## src/rtl/chsel_ctrl.sv

```systemverilog
module chsel_ctrl #(
  parameter bit DIFF       = 1'b0,
  parameter int BBM_CYCLES = 2,
  localparam int NCH = DIFF ? 4 : 8,
  localparam int AW  = $clog2(NCH),
  localparam int GW  = $clog2(BBM_CYCLES + 1)
) (
  input  logic           clk,
  input  logic           clr_n,
  input  logic           wr_n,
  input  logic [AW-1:0]  addr,
  input  logic           en,
  output logic [NCH-1:0] drv_a,
  output logic [NCH-1:0] drv_b
);

  logic rs1, rs2, ws1, ws2;
  logic [AW-1:0] a_q, lat_addr, cur_ch;
  logic e_q, lat_en, cur_on;
  logic [GW-1:0] gap;
  logic [NCH-1:0] sel;

  always_ff @(posedge clk or negedge clr_n) begin
    if (!clr_n) begin
      {rs1, rs2, ws1, ws2} <= 4'b0011;
    end else begin
      rs1 <= 1'b1;
      rs2 <= rs1;
      ws1 <= wr_n;
      ws2 <= ws1;
    end
  end

  always_ff @(posedge clk or negedge clr_n) begin
    if (!clr_n) begin
      a_q      <= '0;
      e_q      <= 1'b0;
      lat_addr <= '0;
      lat_en   <= 1'b0;
    end else begin
      a_q <= addr;
      e_q <= en;
      if (!rs2) begin
        lat_addr <= '0;
        lat_en   <= 1'b0;
      end else if (!ws2) begin
        lat_addr <= a_q;
        lat_en   <= e_q;
      end
    end
  end

  always_ff @(posedge clk or negedge clr_n) begin
    if (!clr_n) begin
      cur_on <= 1'b0;
      cur_ch <= '0;
      gap    <= '0;
    end else if (!rs2) begin
      cur_on <= 1'b0;
      cur_ch <= '0;
      gap    <= '0;
    end else if (cur_on) begin
      if (!lat_en || lat_addr != cur_ch) begin
        cur_on <= 1'b0;
        gap    <= GW'(BBM_CYCLES - 1);
      end
    end else if (gap != '0) begin
      gap <= gap - GW'(1);
    end else if (lat_en) begin
      cur_on <= 1'b1;
      cur_ch <= lat_addr;
    end
  end

  for (genvar i = 0; i < NCH; i++) begin : g_dec
    assign sel[i] = cur_on && (cur_ch == AW'(i));
  end

  assign drv_a = sel;

  if (DIFF) begin : g_pair
    assign drv_b = sel;
  end else begin : g_single
    assign drv_b = '0;
  end

endmodule


```

## config.mk

```make
export PLATFORM = sky130hd
export DESIGN_NAME = chsel_ctrl
export DESIGN_NICKNAME = d
export VERILOG_FILES = /design/src/rtl/chsel_ctrl.sv
export SDC_FILE = /design/constraint.sdc
export NUM_CORES = 1
export LEC_CHECK = 0
export BUFFER_PORTS_ARGS = -buffer_cell sky130_fd_sc_hd__buf_2
export CORE_AREA = 8 8 49 51
export CTS_CLUSTER_SIZE = 40
export DETAILED_ROUTE_END_ITERATION = 10
export DIE_AREA = 0 0 57 59
export MAX_ROUTING_LAYER = met4
export PLACE_DENSITY = 0.78
export SYNTH_ARGS = -nofsm -noshare
export SYNTH_HDL_FRONTEND = slang
export SYNTH_SLANG_ARGS = --single-unit
```

## constraint.sdc

```tcl
create_clock -name clk -period 3.3 [get_ports clk]
set_input_delay 0.33 -clock clk [delete_from_list [all_inputs] [get_ports clk]]
set_output_delay 0.33 -clock clk [all_outputs]
set_load 0.01 [all_outputs]
```

# Word level (Yosys, flattened, before mapping)
# Index checks and enable logic that the tools add are counted.
[totals]
regBits = 18
latchBits = 0
ramBits = 0
rom_bits = 0
output_inout_bits = 16
word_cells = 57
memories = 0
[op_classes]
n_addsub = 1
multipliers = 0
div = 0
magnitude_cmp = 0
n_eq_ne = 14
shift = 0
mux = 17
bitwise = 0
n_reduce_logical = 14
[op_table]
columns = ["op", "count"]
rows = [
  ["$mux 3", 6],
  ["$eq 3x3->1 const B", 4],
  ["$logic_and 1x1->1", 8],
  ["$mux 2", 4],
  ["$mux 1", 7],
  ["$eq 3x2->1 const B", 2],
  ["$ne 2x2->1 const B", 3],
  ["$eq 3x1->1 const B", 1],
  ["$logic_not 3->1", 1],
  ["$ne 3x1->1 const B", 1],
  ["$ne 3x2->1 const B", 1],
  ["$ne 3x3->1", 1],
  ["$reduce_and 3->1", 1],
  ["$ne 2x1->1 const B", 1],
  ["$reduce_and 2->1", 1],
  ["$reduce_bool 2->1", 1],
  ["$sub 2x1->2 const B", 1],
  ["$logic_not 1->1", 1],
  ["$logic_or 1x1->1", 1],
]

# Depth between registers and ports, before layout
# Gate-level depths: netlist of the first run.
[depth]
word_depth = 5
ltp_mapped = 5

# Least setup slack after synthesis of the first run
# No wires, ideal clock.
[synth_path]
path_kind = "register -> output"
from = "reg cur_ch[0]"
to = "out drv_a[0]"
t_arrival_ns = 0.843
t_required_ns = 2.970
slack_ns = 2.127
stages_incl_launch_ff = 3
n_path_buf = 0
path_cell_list = "dfrtp_1 > nand2b_1 > nor3_1"
[synth_via]
elab_chain_cells = 2
[synth_lines]
columns = ["element", "line", "source"]
rows = [
  ["start, declared", "18", "logic [AW-1:0] a_q, lat_addr, cur_ch;"],
  ["start signal, assigned", "71", "cur_ch <= lat_addr;"],
  ["$logic_not 3->1", "76", "assign sel[i] = cur_on && (cur_ch == AW'(i));"],
  ["$logic_and 1x1->1", "76", ""],
  ["end, declared", "13", "output logic [NCH-1:0] drv_a,"],
]
# Every way passes these cells.

# Worst setup path in the final report of the first run
[layout_path]
from = "reg cur_ch[2]"
to = "out drv_a[3]"
[layout_via]
elab_chain_cells = 2
[layout_lines]
columns = ["element", "line"]
rows = [
  ["$eq 3x2->1", "76"],
  ["$logic_and 1x1->1", "76"],
]
# Every way passes these cells.

==> results.json, run 1 <==
{
  "multi_input_area_sq_um": 310.3,
  "p_sw_mw": 0.1265,
  "p_int_mw": 0.3465,
  "fin_area_sq_um": 915.9,
  "die_w_um": 57,
  "cts_root_buf": "clkbuf_4",
  "fill_cells": 152,
  "reg2reg_from": "gap[0]$_DFFE_PN0P_",
  "grt_max_degree": 19,
  "leakage_nw": 0.4818,
  "p_sw_share_pct": 26.75,
  "overflow": 0,
  "die_area_sq_um": 3363,
  "synth_seq_area_share_pct": 55.52,
  "yosysWarningCount": 0,
  "clkPwrFrac_pct": 27.3,
  "gp_congestion": 0.6859,
  "initial_utilization_pct": 49.39,
  "synthDistinctLibCells": 24,
  "crit_type": "reg -> out",
  "cts_buffers": 3,
  "clockBufferDepth": 2,
  "crit_start": "cur_ch[2]$_DFFE_PN0P_",
  "htree_num_levels": 1,
  "clk_pin_slew_worst_paths_ns": 0.09,
  "firstDrtPassIters": 3,
  "status": "completed",
  "vdd_drop_max_v": 0.0002961,
  "place_hpwl_mm": 1.095,
  "min_path_type": "in -> reg",
  "clock.fmax_ghz": 0.6405,
  "drc": 0,
  "antenna_cells": 0,
  "totalWireLength_mm": 1.361,
  "instances_no_fill": 108,
  "hold_depth": 1,
  "setup_violations": 0,
  "syn_area_sq_um": 815.8,
  "drv_slew": 0,
  "period_needed_ns": 1.561,
  "powerDensity_nw_per_um2": 516.4,
  "drt_first_iter_violations": 3,
  "power_frac_seq_pct": 54.4,
  "core_sq_um": 1652,
  "finalPower_mw": 0.4730,
  "port_buffers": 14,
  "start_kind": "flip-flop",
  "fin_util_pct": 55.45,
  "ioPinCount": 23,
  "post-place-cells": 103,
  "setup-tns-final_ns": 0,
  "worstPathArrival_ns": 1.23,
  "regArea_sq_um": 452.9,
  "min_period_over_period_pct": 47.31,
  "rsz0062_at_grt": "no",
  "grt_pass1_vias": 576,
  "crit_fanout": 7,
  "row_count": 15,
  "grt_pass1_wl_mm": 2.311,
  "final_common_cell": "dfrtp_1",
  "min_from": "wr_n",
  "drt-wirelength-per-cell_um": 12.60,
  "die-height_um": 59,
  "reg2reg_depth": 5,
  "antenna_found_initial": 0,
  "layout_common_cells": "dfrtp_1 (16), buf_2 (14), nor2_1 (13), conb_1 (9), mux2i_1 (7)",
  "clock_latency_ns": 0.28,
  "cts_sinks": 18,
  "grtUsageTotal_pct": 8.991,
  "cts_setup_buffers": 0,
  "viasPerCell": 4.889,
  "dp_slack_ns": 2.001,
  "fin_ws_ns": 1.739,
  "syn_area_per_cell_sq_um": 11.02,
  "synth-seq-cells": 18,
  "ant_nets": 0,
  "synthCells": 74,
  "crit_path_end_kind": "primary output",
  "power.share.combinational_pct": 18.3,
  "vias": 528,
  "nets": 100,
  "cts_tree": "yes",
  "drive_above_1_share_pct": 24.18,
  "postPlaceCellArea_sq_um": 869.6,
  "critical_path_required_ns": 2.97,
  "fin_skew_ns": 0.001717,
  "cap_violations": 0,
  "hold_slack_ns": 0.1349,
  "hold_violations": 0,
  "syn_to_final_growth_pct": 12.27
}
==> cells in the mapped netlist, drive strengths merged <==
cell    number  share of area [%]
conb         2               0.92
clkinv       1               0.46
dfrtp       16                 49
xor2         3                3.2
clkbuf       1               0.46
ha           1                1.5
dfstp        2                6.4
nand3b       1               0.92
nand3        1               0.61
nand2        3                1.4
o211ai       1               0.92
or2b         1               0.92
nor2        13                6.0
o21ai        1               0.61
buf          8                7.4
a32o         1                1.2
nor4         1                1.5
nand2b       2                1.5
o41ai        1                2.0
inv          3                1.4
o21bai       1               0.92
nor3         2                1.2
nor2b        1               0.77
mux2i        7                8.6
==> cell families after synthesis <==
| logic type | after synthesis | synth area share (%) |
|---|---|---|
| fa+ha+maj | 1 | 1.533 |
| buf+inv | 13 | 9.662 |
| flops | 18 | 55.52 |
| compound gates | 5 | 5.676 |
| mux | 7 | 8.589 |
| other cells | 2 | 0.9206 |
| simple gates | 25 | 14.88 |
| xor+xnor | 3 | 3.221 |
==> state kept, by name (all words and copies together) (netlist names) <==
name	cells
a_q	3
cur_ch	3
cur_on	1
e_q	1
gap	2
lat_addr	3
lat_en	1
rs1	1
rs2	1
ws1	1
ws2	1
==> critical path, stage by stage, from the launching register on <==
cell,delay [ns]
dfrtp_1,0.46
or2b_1,0.26
nor2_1,0.10
buf_2,0.14
==> per-layer routing <==
layer  GRT usage [%]  part of all wire (%)  vias to the layer above
met4           6.040                  0.59                        0
met2           15.66                    46                       23
met5               -                     0                        -
met1           7.417                    41                      244
met3           4.292                    12                        2
li1                -                     -                      259
==> area by class of cell <==
| type | instances | share of cell area, % |
|---|---|---|
| multi-input cells | 50 | 33.88 |
| repair buffers | 15 | 8.743 |
| inverters | 4 | 1.639 |
| clock buffers | 4 | 3.962 |
| well taps | 17 | 2.322 |
| flip-flops and latches | 18 | 49.45 |
==> what timing repair did <==
item / 4_1_cts / 5_1_grt
resized for setup: 0 / 0
hold endpoints to repair: 16 / 0
hold buffers: 1 / 0
==> worst paths after layout <==
kind / end / slack, ns
worst min register to register: rs2$_DFF_PN0_ / 0.36
worst min-delay path: ws1$_DFF_PN1_ / 0.13
worst max-delay path: drv_a[3] / 1.74
worst max register to register: cur_ch[1]$_DFFE_PN0P_ / 1.99
max in group asynchronous: ws1$_DFF_PN1_ / 2.50
min in group asynchronous: e_q$_DFF_PN0_ / 0.49
==> power groups by stage <==
| stage | clock (mW) | combinational [mW] | sequential [mW] |
|---|---|---|---|
| after floorplan | 0 | 0.0721 | 0.257 |
| after global placement | 0 | 0.0780 | 0.260 |
| after detailed placement | 0 | 0.0862 | 0.262 |
| after CTS | 0.138 | 0.0874 | 0.257 |
| after global routing | 0.144 | 0.0981 | 0.260 |
| final | 0.129 | 0.0864 | 0.257 |
Power figures use the tool's default switching activity.
==> run 2: changes to the inputs <==
CORE_AREA = 8 8 53 55   (was 8 8 49 51)
DIE_AREA = 0 0 61 63   (was 0 0 57 59)
PLACE_DENSITY = 0.69   (was 0.78)
clock period = 1.3 ns   (was 3.3 ns; I/O delays follow)
==> results.json, run 2 (synthesized netlist as in run 1, its figures left out) <==
{
  "ioPinCount": 23,
  "die_area_sq_um": 3843,
  "min_path_type": "in -> async",
  "grt_pass1_wl_mm": 2.428,
  "leakage_nw": 0.5682,
  "powerDensity_nw_per_um2": 1200,
  "power_frac_seq_pct": 48.5,
  "setup-tns-final_ns": -0.3392,
  "row_count": 17,
  "drive_above_1_share_pct": 39.25,
  "drt_first_iter_violations": 9,
  "grtUsageTotal_pct": 8.647,
  "cap_violations": 0,
  "grt_max_degree": 19,
  "layout_common_cells": "dfrtp_1 (14), buf_2 (14), nor2_1 (13), buf_4 (10), conb_1 (9)",
  "htree_num_levels": 1,
  "worstPathArrival_ns": 1.27,
  "dp_slack_ns": 0.02567,
  "p_sw_share_pct": 27.40,
  "nets": 116,
  "drv_slew": 0,
  "core_sq_um": 2063,
  "period_needed_ns": 1.401,
  "postPlaceCellArea_sq_um": 905.9,
  "syn_to_final_growth_pct": 37.73,
  "drc": 0,
  "cts_buffers": 3,
  "place_hpwl_mm": 1.106,
  "instances_no_fill": 135,
  "r2r_end": "gap[1]$_DFFE_PN0P_",
  "gp_congestion": 0.7076,
  "p_sw_mw": 0.3695,
  "r2r_slack_ns": 0.05,
  "reg_top3": "a_q (3), cur_ch (3), lat_addr (3)",
  "p_int_mw": 0.9792,
  "cts_sinks": 18,
  "fin_area_sq_um": 1124,
  "antenna_found_initial": 0,
  "cp_slowest_cell": "dfrtp_1",
  "fin_skew_ns": 0.007520,
  "ant_nets": 0,
  "grt_pass1_vias": 565,
  "port_buffers": 14,
  "reg2reg_from": "cur_ch[1]$_DFFE_PN0P_",
  "power.share.combinational_pct": 26.4,
  "failed_checks": "setup timing",
  "die_w_um": 61,
  "finalPower_mw": 1.349,
  "clock.fmax_ghz": 0.7135,
  "slowest_delay_ns": 0.40,
  "drt-wirelength-per-cell_um": 11.42,
  "fin_ws_ns": -0.1015,
  "antenna_cells": 0,
  "path_cells": "buf_6 -> or2b_1 -> nor2_1 -> buf_2",
  "hold_violations": 0,
  "viasPerCell": 4.407,
  "cts_tree": "yes",
  "crit_fanout": 3,
  "vdd_drop_max_v": 0.0008660,
  "start_kind": "flip-flop",
  "clockBufferDepth": 2,
  "firstDrtPassIters": 4,
  "clkPwrFrac_pct": 25.1,
  "crit_path_end_kind": "primary output",
  "critical_path_required_ns": 1.17,
  "setup_violations": 8,
  "status": "complete, but fails checks",
  "post-place-cells": 117,
  "reg2reg_depth": 4,
  "initial_utilization_pct": 39.54,
  "die-height_um": 63,
  "min_period_over_period_pct": 107.8,
  "clk_pin_slew_worst_paths_ns": 0.10,
  "rsz0062_at_grt": "yes",
  "clock_latency_ns": 0.29,
  "overflow": 0,
  "vias": 595,
  "totalWireLength_mm": 1.542,
  "crit_type": "reg -> out",
  "cts_root_buf": "clkbuf_4"
}
## run 2: cell count changes in the layout (fill, tap and decap cells not counted), sizes merged
| cell | previous run | this run |
|---|---|---|
| dlygate4sd3 | 1 | 6 |
| buf | 14 | 25 |
## run 2: layer usage
metal | global-route usage, % | part of all wire [%] | vias up
li1 | - | - | 291
met3 | 2.881 | 12 | 3
met2 | 12.96 | 45 | 26
met1 | 9.495 | 42 | 275
met4 | 5.248 | 1.9 | 0
met5 | - | 0 | -
## run 2: per-stage QoR
stage          hold slack, ns  util, %
2_1_floorplan         -0.1656        -
3_3_place_gp          0.07354    43.91
3_5_place_dp          0.07711    43.91
4_1_cts                0.2788    51.30
5_1_grt                0.2970    54.46
6_report               0.2756    54.46
## run 2: worst max-delay path, delay by kind of cell, from the launching register on
kind	cells	cell delay (ns)
buf+inv	2	0.26
flops	1	0.40
simple gates	2	0.33
## run 2: final cells by class
type                    instances  area (sq um)
multi-input cells              50         365.4
inverters                       4         15.01
fillers                       188         939.7
repair buffers                 31         216.5
well taps                      28         35.03
flip-flops and latches         18         455.4
clock buffers                   4         36.28
## run 2: worst max-delay path by stage
stage / startpoint / end / slack [ns] / depth (start not counted)
floorplan: gap[0]$_DFFE_PN0P_ / cur_ch[0]$_DFFE_PN0P_ / 0.13 / 5
global placement: gap[0]$_DFFE_PN0P_ / cur_ch[1]$_DFFE_PN0P_ / 0.06 / 5
detailed placement: gap[0]$_DFFE_PN0P_ / cur_ch[0]$_DFFE_PN0P_ / 0.03 / 5
CTS: cur_ch[2]$_DFFE_PN0P_ / drv_a[2] / -0.13 / 4
global route: cur_ch[2]$_DFFE_PN0P_ / drv_a[2] / -0.18 / 4
finish: cur_ch[2]$_DFFE_PN0P_ / drv_a[2] / -0.10 / 4
## run 2: power groups by stage
stage / Combinational (mW) / Clock [mW] / Sequential, mW
detailed placement: 0.222 / 0 / 0.661
CTS: 0.249 / 0.354 / 0.649
finish: 0.357 / 0.338 / 0.654
global route: 0.392 / 0.375 / 0.660
global placement: 0.206 / 0 / 0.658
floorplan: 0.183 / 0 / 0.652
## run 2: timing repair
action / in CTS / in global routing
buffers inserted: 5 / 3
hold buffers: 6 / 0
pin swaps: 3 / 5
hold endpoints to repair: 21 / 0
setup endpoints to repair: 7 / 14
gates resized for setup: 4 / 9
